[src/rtl/fspc_pkg.sv]
package fspc_pkg;
  typedef enum logic [2:0] {
    CMD_IDLE, CMD_FILL, CMD_CLEAR, CMD_RDCFG, CMD_ERASE, CMD_WRITE
  } cmd_e;

  // register bit image of a command
  function automatic logic [4:0] cmd_bits(cmd_e c);
    case (c)
      CMD_FILL:  return 5'b00001;
      CMD_CLEAR: return 5'b10001;
      CMD_RDCFG: return 5'b01001;
      CMD_ERASE: return 5'b00011;
      CMD_WRITE: return 5'b00101;
      default:   return 5'b00000;
    endcase
  endfunction
endpackage

[src/rtl/fspc_decode.sv]
module fspc_decode
  import fspc_pkg::*;
(
  input  logic [4:0] pat_i,
  output logic       legal_o,
  output cmd_e       cmd_o
);
  always_comb begin
    legal_o = 1'b1;
    case (pat_i)
      5'b00001: cmd_o = CMD_FILL;
      5'b10001: cmd_o = CMD_CLEAR;
      5'b01001: cmd_o = CMD_RDCFG;
      5'b00011: cmd_o = CMD_ERASE;
      5'b00101: cmd_o = CMD_WRITE;
      default: begin
        cmd_o   = CMD_IDLE;
        legal_o = 1'b0;
      end
    endcase
  end
endmodule

[src/rtl/fspc_window.sv]
module fspc_window #(
  parameter int STORE_WIN = 4,
  parameter int READ_WIN  = 3
) (
  input  logic clk_i,
  input  logic rst_ni,
  input  logic start_i,
  input  logic run_i,
  input  logic short_i,
  output logic expire_o
);
  localparam int CNT_W = (STORE_WIN > 2) ? $clog2(STORE_WIN) : 1;
  localparam logic [CNT_W-1:0] LIM_ST = CNT_W'(STORE_WIN - 1);
  localparam logic [CNT_W-1:0] LIM_RD = CNT_W'(READ_WIN - 1);

  logic [CNT_W-1:0] cnt_q;
  logic [CNT_W-1:0] lim;

  assign lim      = short_i ? LIM_RD : LIM_ST;
  assign expire_o = run_i && (cnt_q == lim);

  always_ff @(posedge clk_i or negedge rst_ni) begin
    if (!rst_ni)                  cnt_q <= '0;
    else if (start_i)             cnt_q <= '0;
    else if (run_i && !expire_o)  cnt_q <= cnt_q + 1'b1;
  end

  AST_CNT_BOUND: assert property (@(posedge clk_i) disable iff (!rst_ni)
    run_i |-> cnt_q <= lim);
  AST_EXPIRE_ONE: assert property (@(posedge clk_i) disable iff (!rst_ni)
    (expire_o && !start_i) |=> !expire_o);
endmodule

[src/rtl/fspc_issue.sv]
module fspc_issue
  import fspc_pkg::*;
#(
  parameter int Z_W         = 16,
  parameter int DATA_W      = 16,
  parameter int PAGE_BYTE_W = 5
) (
  input  logic                       armed_i,
  input  cmd_e                       cmd_i,
  input  logic                       store_i,
  input  logic                       load_i,
  input  logic [Z_W-1:0]             zptr_i,
  input  logic [DATA_W-1:0]          data_i,
  output logic                       service_o,
  output logic                       buf_we_o,
  output logic [PAGE_BYTE_W-2:0]     buf_addr_o,
  output logic [DATA_W-1:0]          buf_data_o,
  output logic                       buf_clr_o,
  output logic                       erase_start_o,
  output logic                       write_start_o,
  output logic [Z_W-PAGE_BYTE_W-1:0] page_addr_o,
  output logic                       cfg_rd_o,
  output logic                       cfg_sel_o
);
  logic st_go;
  assign st_go = armed_i && store_i;

  assign buf_we_o      = st_go && (cmd_i == CMD_FILL);
  assign buf_clr_o     = st_go && (cmd_i == CMD_CLEAR);
  assign erase_start_o = st_go && (cmd_i == CMD_ERASE);
  assign write_start_o = st_go && (cmd_i == CMD_WRITE);
  assign cfg_rd_o      = armed_i && load_i && (cmd_i == CMD_RDCFG);
  assign cfg_sel_o     = cfg_rd_o && zptr_i[0];
  assign service_o     = buf_we_o || buf_clr_o || erase_start_o ||
                         write_start_o || cfg_rd_o;

  // low Z bit selects a byte within the word: dropped
  assign buf_addr_o  = zptr_i[PAGE_BYTE_W-1:1];
  assign buf_data_o  = data_i;
  assign page_addr_o = zptr_i[Z_W-1:PAGE_BYTE_W];
endmodule

[src/rtl/flash_selfprog_ctrl.sv]
module flash_selfprog_ctrl
  import fspc_pkg::*;
#(
  parameter int Z_W         = 16,
  parameter int DATA_W      = 16,
  parameter int PAGE_BYTE_W = 5,
  parameter int STORE_WIN   = 4,
  parameter int READ_WIN    = 3
) (
  input  logic                       clk_i,
  input  logic                       rst_ni,
  input  logic                       reg_we_i,
  input  logic [7:0]                 reg_wdata_i,
  output logic [7:0]                 reg_rdata_o,
  input  logic                       store_i,
  input  logic                       load_i,
  input  logic [Z_W-1:0]             zptr_i,
  input  logic [DATA_W-1:0]          data_i,
  output logic                       buf_we_o,
  output logic [PAGE_BYTE_W-2:0]     buf_addr_o,
  output logic [DATA_W-1:0]          buf_data_o,
  output logic                       buf_clr_o,
  output logic                       erase_start_o,
  output logic                       write_start_o,
  output logic [Z_W-PAGE_BYTE_W-1:0] page_addr_o,
  output logic                       cfg_rd_o,
  output logic                       cfg_sel_o,
  input  logic                       flash_done_i,
  output logic                       halt_o
);
  cmd_e cmd_q, dec_cmd;
  logic busy_q, legal, armed, service, expire, take_wr;

  fspc_decode u_dec (
    .pat_i   (reg_wdata_i[4:0]),
    .legal_o (legal),
    .cmd_o   (dec_cmd)
  );

  assign armed   = (cmd_q != CMD_IDLE) && !busy_q;
  assign take_wr = !busy_q && reg_we_i && legal;

  fspc_window #(.STORE_WIN(STORE_WIN), .READ_WIN(READ_WIN)) u_win (
    .clk_i    (clk_i),
    .rst_ni   (rst_ni),
    .start_i  (take_wr),
    .run_i    (armed),
    .short_i  (cmd_q == CMD_RDCFG),
    .expire_o (expire)
  );

  fspc_issue #(.Z_W(Z_W), .DATA_W(DATA_W), .PAGE_BYTE_W(PAGE_BYTE_W)) u_iss (
    .armed_i       (armed),
    .cmd_i         (cmd_q),
    .store_i       (store_i),
    .load_i        (load_i),
    .zptr_i        (zptr_i),
    .data_i        (data_i),
    .service_o     (service),
    .buf_we_o      (buf_we_o),
    .buf_addr_o    (buf_addr_o),
    .buf_data_o    (buf_data_o),
    .buf_clr_o     (buf_clr_o),
    .erase_start_o (erase_start_o),
    .write_start_o (write_start_o),
    .page_addr_o   (page_addr_o),
    .cfg_rd_o      (cfg_rd_o),
    .cfg_sel_o     (cfg_sel_o)
  );

  always_ff @(posedge clk_i or negedge rst_ni) begin
    if (!rst_ni) begin
      cmd_q  <= CMD_IDLE;
      busy_q <= 1'b0;
    end else if (busy_q) begin
      if (flash_done_i) begin
        busy_q <= 1'b0;
        cmd_q  <= CMD_IDLE;
      end
    end else if (take_wr) begin
      cmd_q <= dec_cmd;
    end else if (service) begin
      if (erase_start_o || write_start_o) busy_q <= 1'b1;
      else                                cmd_q  <= CMD_IDLE;
    end else if (expire) begin
      cmd_q <= CMD_IDLE;
    end
  end

  assign reg_rdata_o = {3'b000, cmd_bits(cmd_q)};
  assign halt_o      = busy_q;

  AST_RSV_ZERO: assert property (@(posedge clk_i) disable iff (!rst_ni)
    reg_rdata_o[7:5] == 3'b000);
  AST_BAD_PATTERN: assert property (@(posedge clk_i) disable iff (!rst_ni)
    (!halt_o && reg_we_i && !legal && !store_i && !load_i && !expire)
      |=> $stable(reg_rdata_o));
  AST_START_HALTS: assert property (@(posedge clk_i) disable iff (!rst_ni)
    (erase_start_o || write_start_o) |=> halt_o);
  AST_HALT_HOLD: assert property (@(posedge clk_i) disable iff (!rst_ni)
    (halt_o && !flash_done_i) |=> halt_o);
  AST_BUSY_LOCK: assert property (@(posedge clk_i) disable iff (!rst_ni)
    (halt_o && !flash_done_i) |=> $stable(reg_rdata_o));
  AST_ONE_ACTION: assert property (@(posedge clk_i) disable iff (!rst_ni)
    $onehot0({buf_we_o, buf_clr_o, erase_start_o, write_start_o, cfg_rd_o}));
  AST_IDLE_QUIET: assert property (@(posedge clk_i) disable iff (!rst_ni)
    (!reg_rdata_o[0] || halt_o) |->
      !(buf_we_o || buf_clr_o || erase_start_o || write_start_o || cfg_rd_o));
endmodule

[config.mk]
export PLATFORM = sky130hd
export DESIGN_NAME = flash_selfprog_ctrl
export DESIGN_NICKNAME = d
export VERILOG_FILES = /design/src/rtl/fspc_pkg.sv /design/src/rtl/fspc_decode.sv /design/src/rtl/fspc_window.sv /design/src/rtl/fspc_issue.sv /design/src/rtl/flash_selfprog_ctrl.sv
export SDC_FILE = /design/constraint.sdc
export NUM_CORES = 1
export LEC_CHECK = 0
export BUFFER_PORTS_ARGS = -buffer_cell sky130_fd_sc_hd__buf_2
export CORE_UTILIZATION = 31
export DETAILED_ROUTE_END_ITERATION = 10
export GPL_ROUTABILITY_DRIVEN = 0
export PLACE_DENSITY = 0.76
export SLEW_MARGIN = 25
export SYNTH_ARGS = -nofsm -noshare
export SYNTH_HDL_FRONTEND = slang
export SYNTH_SLANG_ARGS = --single-unit
[constraint.sdc]
create_clock -name clk_i -period 1.4 [get_ports clk_i]
set_input_delay 0 -clock clk_i [delete_from_list [all_inputs] [get_ports clk_i]]
set_output_delay 0 -clock clk_i [all_outputs]
set_load 0.05 [all_outputs]
; ---- Word-level counts from Yosys, hierarchy flattened
; Index checks and enable logic that the tools add are counted.
[word_totals]
register_bits = 6
input_bits = 46
wordCells = 59
[classes]
addsub = 1
eq_ne = 13
muxes = 17
n_reduce_logical = 25
[op_table]
columns = op, count
row1 = case mux 5 bit (5 select lines), 1
row2 = two-way mux 3 bit, 6
row3 = case mux 3 bit (5 select lines), 1
row4 = logical AND 1 bit, 13
row5 = two-way mux 1 bit, 7
row6 = "equality test 3 x 2 -> 1 bit, second input constant", 2
row7 = "equality test 3 bit, second input constant", 2
row8 = "equality test 5 x 1 -> 1 bit, second input constant", 1
row9 = "equality test 5 x 2 -> 1 bit, second input constant", 1
row10 = "equality test 5 x 3 -> 1 bit, second input constant", 1
row11 = "equality test 5 x 4 -> 1 bit, second input constant", 1
row12 = "equality test 5 bit, second input constant", 1
row13 = logical OR 1 bit, 5
row14 = OR reduction 5 bit, 1
row15 = two-way mux 2 bit, 2
row16 = "!= test 4 bit, second input constant", 1
row17 = nonzero test 4 bit, 1
row18 = "equality test 3 x 1 -> 1 bit, second input constant", 1
row19 = AND reduction 3 bit, 1
row20 = nonzero test 3 bit, 1
row21 = "adder 2 x 1 -> 2 bit, second input constant", 1
row22 = equality test 2 bit, 1
row23 = zero test 1 bit, 2
row24 = "!= test 2 bit, second input constant", 1
row25 = nonzero test 2 bit, 1

; ---- Logic depth before layout (Yosys ltp)
[logic_depth]
depth_word = 11
ltp_mapped = 6

; ---- Hierarchy
; A second synthesis with hierarchy kept.
[unflattened]
hier_cells = 98
hier_area_um2 = 835.8
[by_module_without_submodules]
columns = mod, instances, cells_per_inst, area_each_um2, seq_area_each_um2
row1 = fspc_issue, 1, 46, 357.8, 0.0
row2 = flash_selfprog_ctrl, 1, 32, 291.5, 100.1
row3 = fspc_window, 1, 11, 112.6, 50.0
row4 = fspc_decode, 1, 9, 73.8, 0.0

; ---- Least setup slack after synthesis
; OpenSTA, ideal clock, no wires.
[synth_timing]
kind = register to output
startpoint = reg busy_q (netlist: halt_o)
endpoint = out buf_we_o
arrival_time_ns = 2.271
slack_ns = -0.871
path_stages_with_launch = 3
path_buffers = 0
cell_sequence = dfrtp_1 nand2b_4 nor4_1
[synth_between]
elab_chain_len = 4
[synth_rtl]
columns = element, line_no
row1 = start: declaration, flash_selfprog_ctrl.sv:32  ; logic busy_q, legal, armed, service, expire, take_wr;
row2 = start signal: assignment, flash_selfprog_ctrl.sv:74  ; busy_q <= 1'b0;
row3 = start signal: assignment, flash_selfprog_ctrl.sv:77  ; busy_q <= 1'b0;
row4 = start signal: assignment, flash_selfprog_ctrl.sv:83  ; if (erase_start_o || write_start_o) busy_q <= 1'b1;
row5 = zero test 1 bit, flash_selfprog_ctrl.sv:40  ; assign armed = (cmd_q != CMD_IDLE) && !busy_q;
row6 = logical AND 1 bit, flash_selfprog_ctrl.sv:40
row7 = logical AND 1 bit, fspc_issue.sv:26  ; assign st_go = armed_i && store_i;
row8 = logical AND 1 bit, fspc_issue.sv:28  ; assign buf_we_o = st_go && (cmd_i == CMD_FILL);
row9 = end: declaration, flash_selfprog_ctrl.sv:19  ; output logic buf_we_o,
; No other way between the ends.

; ---- Worst setup path in the final report
[layout_timing]
startpoint = reg busy_q (netlist: halt_o)
endpoint = reg cmd_q[0]
[layout_between]
elab_chain_len = 11
elab_cells_between_ends = 24
[layout_rtl]
columns = element, line_no
row1 = zero test 1 bit, "flash_selfprog_ctrl.sv:40, flash_selfprog_ctrl.sv:41"
row2 = logical AND 1 bit, flash_selfprog_ctrl.sv:40
row3 = logical AND 1 bit, fspc_issue.sv:26
row4 = "logical AND 1 bit, on equally long branches", "fspc_issue.sv:28, fspc_issue.sv:29"
row5 = logical OR 1 bit (3 in a row), fspc_issue.sv:34  ; assign service_o = buf_we_o || buf_clr_o || erase_start_o ||
row6 = logical OR 1 bit, fspc_issue.sv:35  ; write_start_o || cfg_rd_o;
row7 = two-way mux 3 bit, flash_selfprog_ctrl.sv:82  ; end else if (service) begin
row8 = two-way mux 3 bit, flash_selfprog_ctrl.sv:80  ; end else if (take_wr) begin
row9 = two-way mux 3 bit, flash_selfprog_ctrl.sv:75  ; end else if (busy_q) begin
row10 = end signal: assignment, flash_selfprog_ctrl.sv:81  ; cmd_q <= dec_cmd;
row11 = end: declaration, flash_selfprog_ctrl.sv:31  ; cmd_e cmd_q, dec_cmd;
; Parallel ways exist; a longest one is shown, timed or not.
; A chain may end at the register's enable or synchronous reset.

==> summary.md <==
| Metric | Value |
|---|---|
| Layout cell share with drive strength beyond 1 | 67.5% |
| DRC viols | 0 |
| WHS | 0.0000140 ns |
| CTS tree | yes |
| Failing checks | setup timing |
| Setup Skew | 0.0103 ns |
| Hold crit path type | input port to primary output |
| Async S/R FF share, synth | 100% |
| Final core utilization | 47.8% |
| Worst Setup SP | halt_o |
| Switching share of power | 46.3% |
| Cts bufs inserted | 3 |
| Crit path time final | 1.53 ns |
| Drt wl/cell | 13.4 um |
| Synth Instances | 102 |
| Global-route wire length before repair | 3.18 mm |
| Pins Over Slew Limit | 0 |
| Worst R2R Start | halt_o |
| Final total power | 2.43 mW |
| DRT Pass-1 Iters | 6 |
| Diode count | 0 |
| Psw | 1.13 mW |
| P per Cell Area | 2000 nW/um^2 |
| Max stage delay on crit path | 0.42 ns |
| CP max-delay cell | dfrtp_2 |
| Sink Count | 6 |
| HPWL after detailed placement | 1.42 mm |
| Routed vias/inst | 4.96 |
| # fillers | 233 |
| Setup crit end | cmd_q[0] |
| Mapped Avg Cell Area | 8.35 um^2 |
| Hold path cells | 0 |
| Crit share post-route | 109% |
| RR Endpoint | cmd_q[0] |
| Maxcap violations | 0 |
| Critical Path RT | 1.54 ns |
| Vias | 759 |
| CP Max Fanout | 4 |
| Clk_lat worst skew | 0.25 ns |
| Nets@finish | 170 |
| Sequential power share | 15.7% |
| Die Area | 2960 um^2 |
| Routed Antenna Nets | 0 |
| DR iter-0 viols | 5 |
| Overflow after GRT | 0 |
| Delay-heaviest family, CP | simple AND/OR/NAND/NOR gates |
| Number of synthesized flops with an enable pin | 0 |
| WP data arrival | 1.66 ns |
| Max clock buf depth | 2 |
| Cell Area, Synth | 852 um^2 |
| Synth-to-layout area growth | 42.9% |
| Worst-path clk slew | 0.06 ns |
| H-tree levels | 1 |
| Cells on worst reg2reg path | 5 |
| Dominant synthesized flop cell | dfrtp_1 |
| Initial antenna violation count | 0 |
| Finish-stage setup viols | 8 |
| Pint | 1.31 mW |
| Ys Warns | 0 |
| Row cnt | 18 |
| Core ar. | 2540 um^2 |
| Outcome | complete, but fails checks |
| Starting density of the core | 33.5% |
| Clock power share | 7.5% |
| Flop2flop setup slack | -0.13 ns |
| Final Hold Vio Count | 0 |
| Critical path buffer and inverter count | 0 |
| Final Worst Setup Slack | -0.125 ns |
| I/O pins | 92 |
| CP Cell Sequence | nand3b_4 > nor4_4 > o31ai_4 > o21bai_4 > a22o_1 |
| Die extent in y | 54.4 um |
| Critical Path Sink Type | register |
| Clk root buf | clkbuf_4 |
| Kind of critical path | register to register |
| Seq/Total Area, Yosys | 17.6% |
| Cell count along the critical path | 5 |
| Combinational share of power | 76.9% |
| Wirelength, routed | 2.06 mm |
| GRT Total Usage | 15.4% |
| #FFs+latches synth | 6 |
| P_leak | 0.547 nW |
| # port buffers | 23 |
| Crit path launch type | register |
| Post-synth cell types | 40 |
| Vias in the first global route | 762 |
| Max Fclk | 656 MHz |
| Max VDD drop | 0.924 mV |
| Die width | 54.4 um |
| Largest net degree at the start of global routing | 7 |
| RSZ-0062 raised after global routing | yes |
-- power groups by stage --
stage               registers (mW)  clock network (mW)  logic [mW]
floorplan                    0.364                   0        1.16
global placement             0.356                   0        1.32
detailed placement           0.366                   0        1.34
CTS                          0.370               0.184        1.68
global route                 0.393               0.200        2.00
finish                       0.381               0.182        1.87
-- cells by family (layout without fill, tap and decap cells) --
kind of cell              count (synthesis)  in the layout  share of synthesized area (%)
muxes                                     1              1                           1.17
DFF                                       6              6                           17.6
xor gates and xnor gates                  4              4                           4.11
buffers and inverters                    40             59                           33.8
other                                     1              3                          0.440
and+or+nand+nor                          31             31                           26.3
AOI/OAI and AO/OA                        19             19                           16.6
-- stage by stage --
step,setup TNS (ns),worst slack (ns),instances,cell area [um^2]
4_1_cts,-0.639,-0.108,154,1130
6_report,-0.677,-0.125,153,1220
5_1_grt,-1.39,-0.186,153,1220
2_1_floorplan,-1.13,-0.200,104,892
3_3_place_gp,-0.235,-0.0822,139,911
3_5_place_dp,-0.466,-0.134,139,911
-- synthesized netlist by cell type (all sizes together), types with 2 or more instances --
cell type	n	area, um^2
a21oi	4	20.0
xor2	2	17.5
a31oi	2	12.5
nand3b	2	27.5
dfrtp	6	150
nor3	3	15.0
o21ai	3	15.0
a21o	2	15.0
or3	2	17.5
nor2	10	37.5
nor4	2	18.8
o21bai	2	26.3
inv	3	11.3
nand2b	4	40.0
xnor2	2	17.5
buf	37	277
-- flip-flops by register name (all words and copies together) (netlist names) --
name and flops:
cmd_q 3, u_win.cnt_q 2, halt_o 1
-- cells in the final DEF, fill, tap and decap left out, types with 3 or more instances in the layout --
cell type  instances
clkbuf_4           3
o21ai_2            3
a21oi_1            4
nor2_1             6
nor2_4             3
dfrtp_2            4
nand2b_4           3
buf_4             22
buf_8              4
conb_1             3
buf_6             12
buf_2             13
-- timing repair --
| action | CTS | global route |
|---|---|---|
| gates resized for setup | 32 | 24 |
| hold endpoints to repair | 6 | 0 |
| setup buffers | 10 | 2 |
| gates cloned | 0 | 0 |
| hold buffers | 1 | 0 |
| endpoints found under the setup margin | 11 | 17 |
| pin swaps | 12 | 8 |
-- worst min-delay path by stage --
stage | slack (ns) | end | startpoint
after detailed placement | -0.17 | u_win.cnt_q[1] | rst_ni
after global placement | -0.17 | u_win.cnt_q[0] | rst_ni
after global routing | 0.00008 | buf_data_o[8] | data_i[8]
final | 0.00001 | buf_data_o[12] | data_i[12]
after CTS | 0.0004 | buf_addr_o[3] | zptr_i[4]
after floorplan | -0.30 | cmd_q[0] | rst_ni
-- final cells by class --
class	count	area, um^2	area share (%)
clock buffers	4	26.3	2.16
inverters	3	15.0	1.23
multi-input cells	58	548	45.0
flip-flops and latches	6	155	12.7
well taps	30	37.5	3.08
repair buffers	52	435	35.8
-- layer usage --
metal,routed length (um),up-vias,track usage [%]
li1,-,352,-
met1,720,354,14.1
met2,1140,42,29.3
met3,133,11,4.17
met4,64,0,10.3
met5,0,-,0
-- worst register-to-register path: stages, from the launching register on --
cell and delay (ns):
dfrtp_2 0.42, nand3b_4 0.17, nor4_4 0.33, o31ai_4 0.12, o21bai_4 0.18, a22o_1 0.19
Power figures use the tool's default switching activity.
